`config.mk`:
```
export PLATFORM = sky130hd
export DESIGN_NAME = bm_log_seq
export DESIGN_NICKNAME = d
export VERILOG_FILES = /design/src/rtl/bm_seq_pkg.sv /design/src/rtl/bm_rt_filter.sv /design/src/rtl/bm_ptr_gen.sv /design/src/rtl/bm_log_seq.sv
export SDC_FILE = /design/constraint.sdc
export NUM_CORES = 1
export LEC_CHECK = 0
export BUFFER_PORTS_ARGS = -buffer_cell sky130_fd_sc_hd__buf_2
export CAP_MARGIN = 20
export CORE_MARGIN = 3
export CORE_UTILIZATION = 39
export DETAILED_ROUTE_END_ITERATION = 6
export HOLD_SLACK_MARGIN = 0.06
export PLACE_DENSITY = 0.57
export SETUP_SLACK_MARGIN = 0.02
export SYNTH_ARGS = -nofsm -noshare
export SYNTH_HDL_FRONTEND = slang
export SYNTH_SLANG_ARGS = --single-unit
```
`constraint.sdc`:
```
create_clock -name clk -period 5.9 [get_ports clk]
set_clock_uncertainty 0.2 [all_clocks]
set_input_delay 0.59 -clock clk [delete_from_list [all_inputs] [get_ports clk]]
set_output_delay 0.59 -clock clk [all_outputs]
set_load 0.03 [all_outputs]
```
`src/rtl/bm_seq_pkg.sv`:
```
package bm_seq_pkg;
  typedef enum logic [2:0] {
    SEL_CTRL   = 3'd0,
    SEL_FLT_LO = 3'd1,
    SEL_FLT_HI = 3'd2,
    SEL_COUNT  = 3'd3,
    SEL_CMD    = 3'd4,
    SEL_DATA   = 3'd5
  } bm_sel_e;

  localparam int MODE_BIT = 5;
endpackage

```
`src/rtl/bm_rt_filter.sv`:
```
module bm_rt_filter
  import bm_seq_pkg::*;
#(
  parameter int NUM_RT = 32,
  parameter int WORD_W = 16,
  localparam int RT_W   = $clog2(NUM_RT),
  localparam int NWORDS = NUM_RT / WORD_W
) (
  input  logic              clk,
  input  logic              rst_n,
  input  logic              wr_en,
  input  logic [2:0]        wr_sel,
  input  logic [WORD_W-1:0] wr_data,
  input  logic [RT_W-1:0]   rt,
  output logic              pass
);
  logic [NUM_RT-1:0] flt_q;
  logic              mode_q;

  // Each filter word has its own select, starting at the low filter word
  for (genvar g = 0; g < NWORDS; g++) begin : g_word
    always_ff @(posedge clk) begin
      if (!rst_n)
        flt_q[g*WORD_W +: WORD_W] <= '0;
      else if (wr_en && wr_sel == 3'(int'(SEL_FLT_LO) + g))
        flt_q[g*WORD_W +: WORD_W] <= wr_data;
    end
  end

  always_ff @(posedge clk) begin
    if (!rst_n)
      mode_q <= 1'b0;
    else if (wr_en && wr_sel == SEL_CTRL)
      mode_q <= wr_data[MODE_BIT];
  end

  assign pass = !mode_q || flt_q[rt];
endmodule

```
`src/rtl/bm_ptr_gen.sv`:
```
module bm_ptr_gen
  import bm_seq_pkg::*;
#(
  parameter int WORD_W      = 16,
  parameter int ADDR_W      = 16,
  parameter int CNT_W       = 16,
  parameter int CMD_STRIDE  = 8,
  parameter int DATA_STRIDE = 32
) (
  input  logic              clk,
  input  logic              rst_n,
  input  logic              wr_en,
  input  logic [2:0]        wr_sel,
  input  logic [WORD_W-1:0] wr_data,
  input  logic              lock,
  input  logic              load,
  input  logic              adv,
  output logic [ADDR_W-1:0] cmd_ptr,
  output logic [ADDR_W-1:0] data_ptr,
  output logic [CNT_W-1:0]  cnt,
  output logic              wrap
);
  localparam logic [ADDR_W-1:0] CSTEP = ADDR_W'(CMD_STRIDE);
  localparam logic [ADDR_W-1:0] DSTEP = ADDR_W'(DATA_STRIDE);

  logic [ADDR_W-1:0] cmd_init, data_init;
  logic [CNT_W-1:0]  cnt_init;
  logic              wr_ok;

  assign wr_ok = wr_en && !lock;
  assign wrap  = adv && (cnt == '0);

  always_ff @(posedge clk) begin
    if (!rst_n) begin
      cmd_init  <= '0;
      data_init <= '0;
      cnt_init  <= '0;
      cmd_ptr   <= '0;
      data_ptr  <= '0;
      cnt       <= '0;
    end else if (wr_ok) begin
      case (wr_sel)
        SEL_COUNT: begin cnt_init  <= CNT_W'(wr_data);  cnt      <= CNT_W'(wr_data);  end
        SEL_CMD:   begin cmd_init  <= ADDR_W'(wr_data); cmd_ptr  <= ADDR_W'(wr_data); end
        SEL_DATA:  begin data_init <= ADDR_W'(wr_data); data_ptr <= ADDR_W'(wr_data); end
        default: ;
      endcase
    end else if (load) begin
      cmd_ptr  <= cmd_init;
      data_ptr <= data_init;
      cnt      <= cnt_init;
    end else if (adv) begin
      if (wrap) begin
        cmd_ptr  <= cmd_init;
        data_ptr <= data_init;
        cnt      <= cnt_init;
      end else begin
        cmd_ptr  <= cmd_ptr + CSTEP;
        data_ptr <= data_ptr + DSTEP;
        cnt      <= cnt - 1'b1;
      end
    end
  end

  // fixed record strides and a one-step countdown
  a_r4_step: assert property (@(posedge clk) disable iff (!rst_n)
    (adv && !wr_ok && !load && cnt != '0) |=>
      (cmd_ptr == ADDR_W'($past(cmd_ptr) + CSTEP)) &&
      (data_ptr == ADDR_W'($past(data_ptr) + DSTEP)) &&
      (cnt == CNT_W'($past(cnt) - 1'b1)));

  // zero-count block restarts both pointers and the count
  a_r7_reload: assert property (@(posedge clk) disable iff (!rst_n)
    (wrap && !wr_ok && !load) |=>
      (cmd_ptr == cmd_init) && (data_ptr == data_init) && (cnt == cnt_init));

  // programmed values frozen while running
  a_r8_init_locked: assert property (@(posedge clk) disable iff (!rst_n)
    lock |=> $stable(cmd_init) && $stable(data_init) && $stable(cnt_init));
endmodule

```
`src/rtl/bm_log_seq.sv`:
```
module bm_log_seq
  import bm_seq_pkg::*;
#(
  parameter int NUM_RT      = 32,
  parameter int WORD_W      = 16,
  parameter int ADDR_W      = 16,
  parameter int CNT_W       = 16,
  parameter int CMD_STRIDE  = 8,
  parameter int DATA_STRIDE = 32,
  localparam int RT_W       = $clog2(NUM_RT)
) (
  input  logic              clk,
  input  logic              rst_n,
  input  logic              wr_en,
  input  logic [2:0]        wr_sel,
  input  logic [WORD_W-1:0] wr_data,
  input  logic              run,
  input  logic              msg_valid,
  output logic              msg_ready,
  input  logic [RT_W-1:0]   msg_rt,
  output logic              blk_valid,
  input  logic              blk_ready,
  output logic [ADDR_W-1:0] blk_cmd_addr,
  output logic [ADDR_W-1:0] blk_data_addr,
  output logic              cnt_irq
);
  logic              run_q, load, log_en, accept, pass, adv, wrap;
  logic [ADDR_W-1:0] cmd_ptr, data_ptr;
  logic [CNT_W-1:0]  cnt;

  bm_rt_filter #(.NUM_RT(NUM_RT), .WORD_W(WORD_W)) u_filter (
    .clk(clk), .rst_n(rst_n), .wr_en(wr_en), .wr_sel(wr_sel),
    .wr_data(wr_data), .rt(msg_rt), .pass(pass)
  );

  bm_ptr_gen #(
    .WORD_W(WORD_W), .ADDR_W(ADDR_W), .CNT_W(CNT_W),
    .CMD_STRIDE(CMD_STRIDE), .DATA_STRIDE(DATA_STRIDE)
  ) u_ptr (
    .clk(clk), .rst_n(rst_n), .wr_en(wr_en), .wr_sel(wr_sel),
    .wr_data(wr_data), .lock(run), .load(load), .adv(adv),
    .cmd_ptr(cmd_ptr), .data_ptr(data_ptr), .cnt(cnt), .wrap(wrap)
  );

  assign load      = run && !run_q;
  assign log_en    = run && run_q;
  assign msg_ready = !blk_valid || blk_ready;
  assign accept    = msg_valid && msg_ready;
  assign adv       = accept && log_en && pass;

  always_ff @(posedge clk) begin
    if (!rst_n) begin
      run_q         <= 1'b0;
      blk_valid     <= 1'b0;
      blk_cmd_addr  <= '0;
      blk_data_addr <= '0;
      cnt_irq       <= 1'b0;
    end else begin
      run_q   <= run;
      cnt_irq <= adv && wrap;
      if (adv) begin
        blk_valid     <= 1'b1;
        blk_cmd_addr  <= cmd_ptr;
        blk_data_addr <= data_ptr;
      end else if (blk_ready) begin
        blk_valid <= 1'b0;
      end
    end
  end

  // stalled descriptor holds
  a_r9_hold: assert property (@(posedge clk) disable iff (!rst_n)
    (blk_valid && !blk_ready) |=>
      blk_valid && $stable(blk_cmd_addr) && $stable(blk_data_addr));

  // expiry pulse only alongside a descriptor
  a_r6_irq_with_blk: assert property (@(posedge clk) disable iff (!rst_n)
    cnt_irq |-> blk_valid);

  // rejected message moves nothing
  a_r3_no_move: assert property (@(posedge clk) disable iff (!rst_n)
    (accept && log_en && !pass) |=>
      $stable(cmd_ptr) && $stable(data_ptr) && $stable(cnt) && !cnt_irq);

  // idle-time messages move nothing
  a_r10_idle_drop: assert property (@(posedge clk) disable iff (!rst_n)
    (accept && !run && !wr_en) |=> $stable(cmd_ptr) && $stable(cnt));
endmodule

```
* Word-level counts from Yosys, hierarchy flattened *
Index checks and enable logic that the tools add are counted.

operators by class
  $lt $le $gt $ge = 1
  reduce and logical (&&, ||, !) cells = 27
  muxes and demuxes = 19
  add/subtract/negate cells = 3
  equal/unequal tests = 8

operator list
  cell                   count
  $mux 16                15
  $add 16x4->16 const B  1
  $add 16x6->16 const B  1
  $logic_not 16->1       1
  $sub 16x1->16 const B  1
  $reduce_and 2->1       6
  $logic_and 1x1->1      11
  $eq 3x2->1 const B     2
  $eq 3x3->1 const B     2
  $lt 5x6->1 const B     1
  $ne 2x2->1 const B     3
  $bmux 1 s5             1
  $logic_not 1->1        4
  $eq 3x1->1 const B     1
  $logic_not 3->1        1
  $mux 1                 3
  $reduce_bool 3->1      1
  $logic_or 1x1->1       2
  $reduce_bool 2->1      1

storage, ports and cells
  word-level logic and storage cells = 72
  bits in registers = 164
  output and inout bits = 35

* Depth between registers and ports, before layout *
  depth in word-level cells = 10
  mapped depth = 13

* Cells and area by module *
From an unflattened synthesis, not the netlist that was laid out.

unflattened totals
  cells, all modules = 954
  area total of the unflattened synthesis = 7997.7 µm²

by module, submodules not included
  module        times used  area an instance (µm²)  cells an instance
  bm_ptr_gen    1           4895.9                  614
  bm_rt_filter  1           1684.1                  191
  bm_log_seq    1           1417.6                  149

* Worst setup path after synthesis *
OpenSTA, ideal clock, no wires.

  kind = input-to-reg
  start point = input msg_rt[0]
  end point = register u_ptr.data_ptr[9]
  slack = 2846 ps
  buffers on the path = 3
  stages = 11
  arrival time = 2735 ps
  path through = buf_6 > mux4_2 > or2_0 > and2_0 > o2111a_1 > buf_6 > a21o_4 > buf_6 > a22oi_2 > a21oi_1 > o221a_2

between the ends
  cells in the longest elaborated chain, start to end = 9
  elaborated cells between the ends (all ways) = 11
  classes of those cells = mux (6); reduce/logical (5)

ends and longest elaborated chain
  element                         RTL line            source
  from (decl)                     bm_log_seq.sv:20    input logic [RT_W-1:0] msg_rt,
  $bmux 1 s5 *                    bm_rt_filter.sv:37  assign pass = !mode_q || flt_q[rt];
  $mux 1 (implied by the code) *  bm_rt_filter.sv:37
  $logic_or 1x1->1 *              bm_rt_filter.sv:37
  $logic_and 1x1->1 *             bm_log_seq.sv:49    assign adv = accept && log_en && pass;
  $logic_and 1x1->1               bm_ptr_gen.sv:31    assign wrap = adv && (cnt == '0);
  $mux 16                         bm_ptr_gen.sv:53    if (wrap) begin
  $mux 16                         bm_ptr_gen.sv:52    end else if (adv) begin
  $mux 16                         bm_ptr_gen.sv:48    end else if (load) begin
  $mux 16                         bm_ptr_gen.sv:41    end else if (wr_ok) begin
  to (signal assigned)            bm_ptr_gen.sv:45    SEL_DATA: begin data_init <= ADDR_W'(wr_data); data_ptr <= ADDR_W'(wr_data); end
  to (signal assigned)            bm_ptr_gen.sv:50    data_ptr <= data_init;
  to (signal assigned)            bm_ptr_gen.sv:55    data_ptr <= data_init;
  to (decl)                       bm_ptr_gen.sv:19    output logic [ADDR_W-1:0] data_ptr,

Every way passes the cells marked *; elsewhere a longest branch is shown, timed or not. The select of a mux whose other input is x is not followed.
A chain may end at the register's enable or synchronous reset.

* Final worst setup path *
  start point = input msg_rt[0]
  end point = register u_ptr.cnt[14]

between the ends
  cells in the longest elaborated chain, start to end = 9
  elaborated cells between the ends (all ways) = 11
  classes of those cells = mux (6); reduce/logical (5)

ends and longest elaborated chain
  element                         RTL line            source
  $bmux 1 s5 *                    bm_rt_filter.sv:37
  $mux 1 (implied by the code) *  bm_rt_filter.sv:37
  $logic_or 1x1->1 *              bm_rt_filter.sv:37
  $logic_and 1x1->1 *             bm_log_seq.sv:49
  $logic_and 1x1->1               bm_ptr_gen.sv:31
  $mux 16                         bm_ptr_gen.sv:53
  $mux 16                         bm_ptr_gen.sv:52
  $mux 16                         bm_ptr_gen.sv:48
  $mux 16                         bm_ptr_gen.sv:41
  to (signal assigned)            bm_ptr_gen.sv:43    SEL_COUNT: begin cnt_init <= CNT_W'(wr_data); cnt <= CNT_W'(wr_data); end
  to (signal assigned)            bm_ptr_gen.sv:51    cnt <= cnt_init;
  to (signal assigned)            bm_ptr_gen.sv:56    cnt <= cnt_init;
  to (decl)                       bm_ptr_gen.sv:20    output logic [CNT_W-1:0] cnt,

Marks and branches as above.

==> flow_summary.toml <==
[run_status]
outcome = "finished clean"

[clocking]
cts_setup_buffers = 0
cts_buffers = 17
cts_sinks = 164
ctsHoldBuffers = 0
clkTransAtPathRegs_ns = 0.07
cts_tree = "yes"
clockBufferDepth = 2
cts_resized = 0
htreeDepth = 4
clockRootBuffer = "clkbuf_16"
clkLatencyLatePin_ns = 0.43

[final_layout]
nFillCells = 1886
final_util_pct = 46.1
fin_nets = 999
fin_cells = 1208
area.sequential_sq_um = 3280
areaGrowthSynthToFinish_pct = 13.6
multi_input_area_sq_um = 3820
drive_above_1_share_pct = 12.6
insertedDiodeCount = 0

[setup_path]
crit_path_end_kind = "register"
cp-start-kind = "primary input"
path_depth = 10
worstPathArrival_ns = 3.86
path_delay_family = "simple AND/OR/NAND/NOR gates"
reg2regPathDepth = 9
crit_path_max_fanout = 37
path_buf_inv = 2
worstPathRequired_ns = 5.99
crit_path_cell_trace = "buf_2 -> mux4_2 -> or2_0 -> and2_0 -> o2111a_1 -> nand2_2 -> buf_4 -> nand3_1 -> mux2i_1 -> o22ai_1"
critical_path.max_stage_delay_ns = 0.73
critPathKind = "primary input to register"
cp_slowest_cell = "nand3_1"

[drt]
drtIter0Drc = 504
drc = 0
post_drt_wl_per_cell_um = 18.3
first_pass_iters = 6
ant_nets = 0
routed_wl_um = 22100
avgViaCountPerCell = 5.67
vias = 6849

[min_path]
whs_path_depth = 2
hold_class = "register to register"

[sta]
fmax_ghz = 0.265
report.final.slew_viol_count = 0
post-route-period-util_pct = 63.9
final_hold_viol_count = 0
slew_headroom_pct = 27.1
finalSetupViolations = 0
period_needed_ns = 3.77
tns_ns = 0
worst-slew-pin-transition_ns = 1.09
rsz0062_at_grt = "false"
whs_ns = 0.250

[synthesis]
yosys_register_bits = 164
async_flop_share_pct = 0
synth_cells = 946
synth_area_leaders = "dfxtp_1, nand2_1, a21oi_1"
syn-cell-area_sq_um = 7430
synth_fp_nets = 979
yosysMostFrequentCell = "nand2_1"
synth_area_per_cell_sq_um = 7.86
yosysTopAreaCell = "dfxtp_1"
synthTopCellsByCount = "nand2_1, dfxtp_1, a21oi_1, clkbuf_1, nor2_1"
netlist.area_leader.share_pct = 44.2
synth_warnings = 0
ys.flop_type = "dfxtp_1"
yosysSeqAreaShare_pct = 44.2
ys_types = 66
synth-edff-count = 0

[global_route]
grt_overflow = 0
grt_max_degree = 81
grt_pass1_vias = 6413
gr-usage-all-layers_pct = 21.7
antenna_found_initial = 0
grt_pass1_wl_um = 35200

[floorplanning]
pin_count = 65
die_area_sq_um = 20800
coreArea_sq_um = 18300
start_util_pct = 40.6
die_y_um = 144
die_w_um = 144
rows = 49

[power]
power_leakage_nw = 3.04
peakVddDrop_mv = 0.209
p_per_area_nw_per_um2 = 321

[run]
maxCapViolations = 0

[place]
dp.cells = 1176
gp_congestion = 0.865
hpwl_um = 14300
io_buffers = 64
-- logic make-up (layout without fill, tap and decap cells) --
logic type	after synthesis	after routing	share of synthesized area (%)
buf+inv	78	111	4.71
simple gates	391	391	22.5
xor+xnor	11	11	1.30
mux	18	18	3.26
fa+ha+maj	3	3	0.505
compound gates	281	281	23.6
flops	164	164	44.2
-- worst paths after layout --
kind,from,endpoint,slack [ns]
worst max-delay path,msg_rt[0],u_ptr.cnt[14],2.13
worst min-delay path,blk_cmd_addr[11],blk_cmd_addr[11],0.25
worst max register to register,u_ptr.cnt[0],u_ptr.cnt[9],2.30
worst min register to register,blk_cmd_addr[11],blk_cmd_addr[11],0.25
-- layout make-up --
cell class | instances | share of cell area (%)
multi-input combinational | 704 | 45.2
sequential | 164 | 38.9
clock buffer | 20 | 5.29
timing repair buffer | 71 | 4.41
tap | 229 | 3.39
clock inverter | 12 | 2.40
inverter | 8 | 0.385
-- metrics by stage --
| stage | power [mW] | setup WS [ns] | instance area [sq um] |
|---|---|---|---|
| 2_1_floorplan | 1.41 | 2.85 | 7430 |
| 5_1_grt | 2.82 | 1.83 | 8450 |
| 4_1_cts | 2.73 | 2.10 | 8450 |
| 3_3_place_gp | 1.50 | 1.73 | 7800 |
| 3_5_place_dp | 1.50 | 1.66 | 7800 |
| 6_report | 2.71 | 2.13 | 8450 |
-- sequential cells by signal, summed over array words and instances, names as in the netlist --
register	count
blk_cmd_addr	16
blk_data_addr	16
blk_valid	1
cnt_irq	1
run_q	1
u_filter.flt_q	32
u_filter.mode_q	1
u_ptr.cmd_init	16
u_ptr.cmd_ptr	16
u_ptr.cnt	16
u_ptr.cnt_init	16
u_ptr.data_init	16
u_ptr.data_ptr	16
-- power breakdown --
part	leakage, nW	internal, mW	switching [mW]
registers	1.33	1.14	0.0339
logic	1.40	0.102	0.200
clock network	0.303	0.764	0.471
-- cell usage in the layout (no fill, tap or decap), types with 12 or more instances in the layout --
cell         n
buf_2       64
clkbuf_16   17
and2_1      12
mux2i_1     13
nand2_1    263
a21oi_1    155
nor3_1      13
nand3_1     23
dfxtp_1    164
o22ai_1     13
nor2_1      37
o21ai_0     26
-- tightest hold or removal path: cells and delay by family, from the launching register on --
kind	cells	cell delay [ns]
AOI/OAI and AO/OA	1	0.05
DFF	1	0.31
and+or+nand+nor	1	0.05
-- metal layers --
| layer | GRT usage, % | up-vias | wire (um) |
|---|---|---|---|
| met1 | 30.4 | 3258 | 10300 |
| met5 | 0 | - | 0 |
| li1 | - | 3364 | - |
| met4 | 6.89 | 0 | 510 |
| met2 | 33.5 | 195 | 10000 |
| met3 | 4.89 | 32 | 1190 |
(Power assumes the default switching activity.)
